<file path="src/rtl/irq_ident_pkg.sv">
package irq_ident_pkg;

    localparam int NUM_SRC = 4;
    localparam int CODE_W  = 6;

    // priority index: 0 is highest
    localparam int P_LINE = 0;
    localparam int P_RX   = 1;
    localparam int P_THRE = 2;
    localparam int P_MDM  = 3;

    localparam logic [CODE_W-1:0] CODE_NONE = 6'h01;
    localparam logic [CODE_W-1:0] CODE_LINE = 6'h06;
    localparam logic [CODE_W-1:0] CODE_RDA  = 6'h04;
    localparam logic [CODE_W-1:0] CODE_CTO  = 6'h0C;
    localparam logic [CODE_W-1:0] CODE_THRE = 6'h02;
    localparam logic [CODE_W-1:0] CODE_MDM  = 6'h00;

    typedef struct packed {
        logic pend;
        logic empty_prev;
        logic en_prev;
    } thre_state_t;

endpackage

</file>
<file path="src/rtl/irq_thre_track.sv">
module irq_thre_track
    import irq_ident_pkg::*;
(
    input  logic clk,
    input  logic rst_n,
    input  logic thr_empty_i,
    input  logic thr_en_i,
    input  logic thr_write_i,
    input  logic rd_clear_i,
    output logic pend_o,
    output logic arm_o
);

    thre_state_t st_d, st_q;
    logic        arm;
    logic        clr;

    always_comb begin
        st_d = st_q;
        arm  = (thr_empty_i && !st_q.empty_prev) ||
               (thr_en_i && !st_q.en_prev && thr_empty_i);
        clr  = thr_write_i || rd_clear_i;
        st_d.pend       = arm || (st_q.pend && !clr);
        st_d.empty_prev = thr_empty_i;
        st_d.en_prev    = thr_en_i;
    end

    always_ff @(posedge clk or negedge rst_n) begin
        if (!rst_n) begin
            st_q <= '0;
        end else begin
            st_q <= st_d;
        end
    end

    assign pend_o = st_q.pend;
    assign arm_o  = arm;

endmodule

</file>
<file path="src/rtl/irq_prio_enc.sv">
module irq_prio_enc
    import irq_ident_pkg::*;
(
    input  logic [NUM_SRC-1:0] req_i,
    input  logic               cto_i,
    input  logic               fifo_en_i,
    output logic [7:0]         id_o,
    output logic [NUM_SRC-1:0] sel_o
);

    logic [CODE_W-1:0] code;

    always_comb begin
        sel_o = '0;
        for (int i = NUM_SRC - 1; i >= 0; i--) begin
            if (req_i[i]) begin
                sel_o    = '0;
                sel_o[i] = 1'b1;
            end
        end
    end

    always_comb begin
        unique case (1'b1)
            sel_o[P_LINE]: code = CODE_LINE;
            sel_o[P_RX]:   code = cto_i ? CODE_CTO : CODE_RDA;
            sel_o[P_THRE]: code = CODE_THRE;
            sel_o[P_MDM]:  code = CODE_MDM;
            default:       code = CODE_NONE;
        endcase
    end

    assign id_o = {{2{fifo_en_i}}, code};

endmodule

</file>
<file path="src/rtl/irq_ident.sv">
module irq_ident
    import irq_ident_pkg::*;
(
    input  logic       clk,
    input  logic       rst_n,
    input  logic       lsr_evt_i,
    input  logic       rda_evt_i,
    input  logic       cto_evt_i,
    input  logic       thr_empty_i,
    input  logic       thr_write_i,
    input  logic       msr_evt_i,
    input  logic [3:0] ier_i,
    input  logic       fifo_en_i,
    input  logic       id_rd_i,
    input  logic       out_en_i,
    output logic [7:0] id_o,
    output logic       irq_o
);

    logic               thre_pend;
    logic               thre_arm;
    logic               rd_clear;
    logic [NUM_SRC-1:0] req;
    logic [NUM_SRC-1:0] sel;

    always_comb begin
        req         = '0;
        req[P_LINE] = lsr_evt_i & ier_i[2];
        req[P_RX]   = (rda_evt_i | cto_evt_i) & ier_i[0];
        req[P_THRE] = thre_pend & ier_i[1];
        req[P_MDM]  = msr_evt_i & ier_i[3];
    end

    assign rd_clear = id_rd_i & sel[P_THRE];

    irq_thre_track u_thre (
        .clk         (clk),
        .rst_n       (rst_n),
        .thr_empty_i (thr_empty_i),
        .thr_en_i    (ier_i[1]),
        .thr_write_i (thr_write_i),
        .rd_clear_i  (rd_clear),
        .pend_o      (thre_pend),
        .arm_o       (thre_arm)
    );

    irq_prio_enc u_enc (
        .req_i     (req),
        .cto_i     (cto_evt_i),
        .fifo_en_i (fifo_en_i),
        .id_o      (id_o),
        .sel_o     (sel)
    );

    assign irq_o = out_en_i & ~id_o[0];

endmodule

</file>
<file path="config.mk">
export PLATFORM = sky130hd
export DESIGN_NAME = irq_ident
export DESIGN_NICKNAME = d
export VERILOG_FILES = /design/src/rtl/irq_ident_pkg.sv /design/src/rtl/irq_thre_track.sv /design/src/rtl/irq_prio_enc.sv /design/src/rtl/irq_ident.sv
export SDC_FILE = /design/constraint.sdc
export NUM_CORES = 1
export LEC_CHECK = 0
export CELL_PAD_IN_SITES_DETAIL_PLACEMENT = 0
export CELL_PAD_IN_SITES_GLOBAL_PLACEMENT = 2
export CORE_MARGIN = 3
export CORE_UTILIZATION = 11
export DETAILED_ROUTE_END_ITERATION = 12
export PLACE_DENSITY_LB_ADDON = 0.1
export SYNTH_ARGS = -nofsm -noshare
export SYNTH_HDL_FRONTEND = slang
export SYNTH_HIERARCHICAL = 1
export SYNTH_SLANG_ARGS = --single-unit
export TNS_END_PERCENT = 30
</file>
<file path="constraint.sdc">
create_clock -name clk -period 1.1 [get_ports clk]
set_input_delay 0.165 -clock clk [delete_from_list [all_inputs] [get_ports clk]]
set_output_delay 0.165 -clock clk [all_outputs]
set_load 0.02 [all_outputs]
</file>
==> impl_metrics.env, run 1 <==
export IMPL_grt_pass1_wl_um=931
export IMPL_skew_ns=0.00124
export IMPL_pwr_share_comb_pct=33.7
export IMPL_switching_share_pct=25.2
export IMPL_core_area_mm2=0.00180
export IMPL_cts_clk_slew_worst_paths_ns=0.04
export IMPL_h_tree_depth=1
export IMPL_internal_power_uw=348
export IMPL_cts_sinks=3
export IMPL_multiInputGateArea_um2=131
export IMPL_post_route_util_pct=25.5
export IMPL_grt_pass1_vias=226
export IMPL_io_pins=24
export IMPL_crit_required_ns=0.94
export IMPL_seq_power_share_pct=26.2
export IMPL_seq_area_um2=75.1
export IMPL_reg2regPathDepth=7
export IMPL_finalHoldViolCount=0
export IMPL_critPathArrivalTime_ns=1.12
export IMPL_worst_slack_ns=-0.185
export IMPL_timing_fmax_ghz=0.778
export IMPL_hold_ws_ns=0.117
export IMPL_antenna_found_initial=0
export IMPL_wl_per_cell_um=7.96
export IMPL_finalCritPeriodShare_pct=117
export IMPL_n_fill_cell=216
export IMPL_nNetsFinal=64
export IMPL_drt_initial_drc_count=0
export IMPL_ant_nets=0
export IMPL_finalSetupViolCount=5
export IMPL_critical_path_class="reg2out"
export IMPL_peakVddDrop_mv=0.571
export IMPL_grtUsageMet3_pct=2.67
export IMPL_leakage_nw=0.217
export IMPL_start_util_pct=12.2
export IMPL_routed_via_density=3.23
export IMPL_cts_tree="built"
export IMPL_ctsLongestPathBuffers=2
export IMPL_dr_total_vias=236
export IMPL_slew_viol_final=0
export IMPL_dp_cells=68
export IMPL_stdcell_count=73
export IMPL_grt_overflow=0
export IMPL_syn_to_final_growth_pct=109
export IMPL_clkLatencyLatePin_ns=0.23
export IMPL_grt_usage_pct=5.11
export IMPL_dr_pass1_iters=1
export IMPL_finalSetupTns_ns=-0.659
export IMPL_numCtsBuffers=3
export IMPL_grt_use_met1_pct=4.81
export IMPL_p_switching_uw=117
export IMPL_failed_checks="negative setup slack"
export IMPL_hold_path_class="in2async"
export IMPL_total_power_uw=465
export IMPL_powerDensity_mw_per_mm2=1010
export IMPL_die_w_um=50.7
export IMPL_cts_root_buffer="clkbuf_4"
export IMPL_die_area_mm2=0.00257
export IMPL_grt_busiest_layer="met2"
export IMPL_met2_usage_pct=7.61
export IMPL_num_antenna_cells=0
export IMPL_drive_gt1_share_pct=45.8
export IMPL_drc_errors=0
export IMPL_maxCapViolCount=0
export IMPL_gp_congestion=0.577
export IMPL_rows=15
export IMPL_hpwlAfterDp_um=510
export IMPL_syn_area_um2=220
export IMPL_pwr_share_clk_pct=40.1
export IMPL_yosys_warnings=6
export IMPL_die_h_um=50.7
export IMPL_crit_path_end_kind="primary output"
export IMPL_critical_path_max_fanout=2
export IMPL_netlist_instances=25
export IMPL_syn_avg_cell_area_um2=8.81
export IMPL_portBuffers=18
export IMPL_wl_um=581
export IMPL_fin_crit_ns=1.29
export IMPL_rsz0062_at_grt="yes"
export IMPL_start_kind="flop"
export IMPL_grt_max_degree=4
export IMPL_status="finished, violations left"
==> stage by stage <==
stage               setup slack, ns  instance area (um2)
finish                       -0.185                  459
CTS                          -0.220                  464
detailed placement           -0.855                  439
global placement             -0.839                  439
floorplan                   -0.0986                  235
global route                 -0.240                  459
==> cell type report <==
cell class                 count  share of cell area (%)
inverter                       1                   0.817
multi-input combinational     18                    28.6
timing repair buffer          22                    41.7
tap                           25                    6.81
sequential                     3                    16.3
clock buffer                   4                    5.72
==> cell usage in the layout, fill, tap and decap left out <==
master           n
buf_4            5
clkbuf_2         1
nor2_1           2
clkdlybuf4s15_1  1
conb_1           2
nor2b_1          1
clkbuf_1         1
buf_6            4
and2_1           3
a21boi_2         1
buf_2            3
dfrtp_1          3
clkdlybuf4s50_1  7
clkbuf_4         3
a21o_1           1
or2_4            1
nor3_4           1
o21a_1           1
and2_4           2
nand2b_1         1
o21bai_1         1
dlygate4sd2_1    1
inv_1            1
and2b_2          1
==> registers in the layout, summed over array words and instances (netlist names) <==
| name | count |
|---|---|
| u_thre/pend_o | 1 |
| u_thre/st_q | 2 |
==> worst max-delay path, cell delays in order (launching register included) <==
cell	delay, ns
dfrtp_1	0.37
and2_4	0.15
nor3_4	0.16
nor2b_1	0.06
buf_4	0.15
==> worst paths after layout <==
| path | from | to | slack (ns) |
|---|---|---|---|
| min reg2reg | u_thre/pend_o$_DFF_PN0_ | u_thre/pend_o$_DFF_PN0_ | 0.48 |
| max in group asynchronous | rst_n | u_thre/st_q[0]$_DFF_PN0_ | 0.84 |
| max reg2reg | u_thre/pend_o$_DFF_PN0_ | u_thre/pend_o$_DFF_PN0_ | -0.09 |
| min in group clk | ier_i[1] | u_thre/st_q[0]$_DFF_PN0_ | 0.31 |
| max | u_thre/pend_o$_DFF_PN0_ | irq_o | -0.19 |
| min | rst_n | u_thre/st_q[1]$_DFF_PN0_ | 0.12 |
==> per-layer routing <==
layer	wire length, um	up-vias
li1	-	118
met1	188	105
met2	303	11
met3	80	2
met4	8	0
met5	0	-
==> timing repair <==
action,4_1_cts,5_1_grt
gates resized for setup,43,1
hold endpoints to repair,0,0
hold buffers,0,0
pin swaps,5,2
endpoints found under the setup margin,6,6
setup buffers,1,0
==> power groups by stage <==
| stage | Sequential (mW) | Combinational, mW | Clock (mW) |
|---|---|---|---|
| 2_1_floorplan | 0.122 | 0.0829 | 0 |
| 3_3_place_gp | 0.123 | 0.159 | 0 |
| 3_5_place_dp | 0.123 | 0.160 | 0 |
| 4_1_cts | 0.122 | 0.160 | 0.197 |
| 5_1_grt | 0.122 | 0.170 | 0.201 |
| 6_report | 0.122 | 0.157 | 0.186 |
Note: power is estimated with default switching activity, not from simulation.
==> inputs of run 2 (changes only) <==
- REMOVE_ABC_BUFFERS: default -> 1
==> run 2 against run 1 <==
The run still ends with negative setup slack left. Global-route usage increased by 0.42 points. Worst setup slack improved by 0.0054 ns. Sequential cell count unchanged. Routed wire length increased by 7.9%. Cell count unchanged. Via count increased by 1.3%. Combinational power about the same. Register-to-register slack about the same. Hold slack about the same. Highest routed layer is now met3.
==> impl_metrics.env, run 2 (synthesized netlist as in run 1, its figures left out) <==
export IMPL_status="finished, violations left"
export IMPL_failed_checks="negative setup slack"
export IMPL_grt_overflow=0
export IMPL_critical_path_max_fanout=2
export IMPL_powerDensity_mw_per_mm2=1040
export IMPL_start_util_pct=12.2
export IMPL_critPathArrivalTime_ns=1.11
export IMPL_die_area_mm2=0.00257
export IMPL_r2r_slack_ns=-0.08
export IMPL_gp_congestion=0.588
export IMPL_hpwlAfterDp_um=551
export IMPL_cts_root_buffer="clkbuf_4"
export IMPL_antenna_found_initial=0
export IMPL_cts_tree="built"
export IMPL_hold_path_class="in2async"
export IMPL_ant_nets=0
export IMPL_fin_crit_ns=1.28
export IMPL_start_kind="flop"
export IMPL_mostFrequentLayoutCells="7 x clkdlybuf4s50_1, 5 x buf_4, 4 x buf_2"
export IMPL_routed_via_density=3.27
export IMPL_maxCapViolCount=0
export IMPL_skew_ns=0.000843
export IMPL_peakVddDrop_mv=0.547
export IMPL_regMostFlops="u_thre/st_q"
export IMPL_switching_share_pct=26.1
export IMPL_leakage_nw=0.213
export IMPL_rsz0062_at_grt="yes"
export IMPL_seq_power_share_pct=26.1
export IMPL_timing_fmax_ghz=0.781
export IMPL_portBuffers=18
export IMPL_pwr_share_comb_pct=33.1
export IMPL_reg2regPathDepth=7
export IMPL_h_tree_depth=1
export IMPL_cts_clk_slew_worst_paths_ns=0.04
export IMPL_r2r_end="u_thre/pend_o$_DFF_PN0_"
export IMPL_pwr_share_clk_pct=40.8
export IMPL_critical_path_class="reg2out"
export IMPL_total_power_uw=465
export IMPL_syn_to_final_growth_pct=104
export IMPL_cts_sinks=3
export IMPL_finalCritPeriodShare_pct=116
export IMPL_numCtsBuffers=3
export IMPL_internal_power_uw=344
export IMPL_grt_usage_pct=5.53
export IMPL_die_w_um=50.7
export IMPL_wl_um=627
export IMPL_die_h_um=50.7
export IMPL_reg2reg_from="u_thre/pend_o$_DFF_PN0_"
export IMPL_num_antenna_cells=0
export IMPL_grt_max_degree=4
export IMPL_drc_errors=0
export IMPL_core_area_mm2=0.00180
export IMPL_ctsLongestPathBuffers=2
export IMPL_crit_path_end_kind="primary output"
export IMPL_rows=15
export IMPL_drive_gt1_share_pct=47.9
export IMPL_largest_register_ff_count=2
export IMPL_nNetsFinal=64
export IMPL_p_switching_uw=121
export IMPL_mostFrequentLayoutCell="clkdlybuf4s50_1"
export IMPL_grt_pass1_wl_um=972
export IMPL_wl_per_cell_um=8.59
export IMPL_crit_required_ns=0.94
export IMPL_slew_viol_final=0
export IMPL_dr_total_vias=239
export IMPL_io_pins=24
export IMPL_grt_pass1_vias=224
export IMPL_stdcell_count=73
export IMPL_worst_slack_ns=-0.180
export IMPL_finalSetupViolCount=6
export IMPL_clkLatencyLatePin_ns=0.23
export IMPL_finalHoldViolCount=0
export IMPL_dp_cells=68
export IMPL_drt_initial_drc_count=5
export IMPL_dr_pass1_iters=2
## run 2: critical path, stage by stage (launching register included)
cell and delay [ns]:
dfrtp_1 0.36, and2_4 0.15, nor3_4 0.16, nor2b_1 0.06, buf_4 0.15
## run 2: routing by layer
layer / global-route usage (%) / share of wire [%] / up-vias
met5: 0 / 0 / -
met1: 5.49 / 38 / 106
met3: 5.04 / 11 / 0
met2: 7.83 / 50 / 15
met4: 2.69 / 0 / 0
li1: - / - / 118
## run 2: area by class of cell
| cell class | count | area, um2 |
|---|---|---|
| multi-input combinational | 18 | 134 |
| inverter | 1 | 3.75 |
| fill | 220 | 1350 |
| clock buffer | 4 | 26.3 |
| sequential | 3 | 75.1 |
| tap | 25 | 31.3 |
| timing repair buffer | 22 | 179 |
## run 2: timing repair
action	4_1_cts	5_1_grt
pin swaps	5	3
buffers inserted	1	0
setup endpoints to repair	6	6
hold buffers	0	0
resized for setup	40	6
## run 2: metrics by stage
stage                     utilization (%)  area, um2  worst slack (ns)  setup TNS [ns]  hold slack (ns)
after detailed placement             23.8        428            -0.941           -4.63            0.330
final                                24.9        449            -0.180          -0.644            0.117
after floorplan                         -        194            -0.448          -0.656           -0.131
after global routing                 24.9        449            -0.250          -0.980            0.115
after global placement               23.8        428            -0.899           -4.49            0.330
after CTS                            24.7        445            -0.216          -0.807            0.116
## run 2: power groups by stage
stage                     Clock, mW  Combinational [mW]  Sequential [mW]
after floorplan                   0              0.0603            0.122
after global placement            0               0.152            0.123
after detailed placement          0               0.153            0.122
after CTS                     0.199               0.150            0.121
after global routing          0.215               0.166            0.122
final                         0.190               0.154            0.121
## run 2: how the worst max path moves through the flow
stage	startpoint	end	slack [ns]	cells past startpoint
floorplan	cto_evt_i	irq_o	-0.45	4
global placement	cto_evt_i	id_o[0]	-0.90	5
detailed placement	cto_evt_i	id_o[0]	-0.94	5
CTS	u_thre/pend_o$_DFF_PN0_	irq_o	-0.22	4
global route	u_thre/pend_o$_DFF_PN0_	irq_o	-0.25	4
finish	u_thre/pend_o$_DFF_PN0_	irq_o	-0.18	4
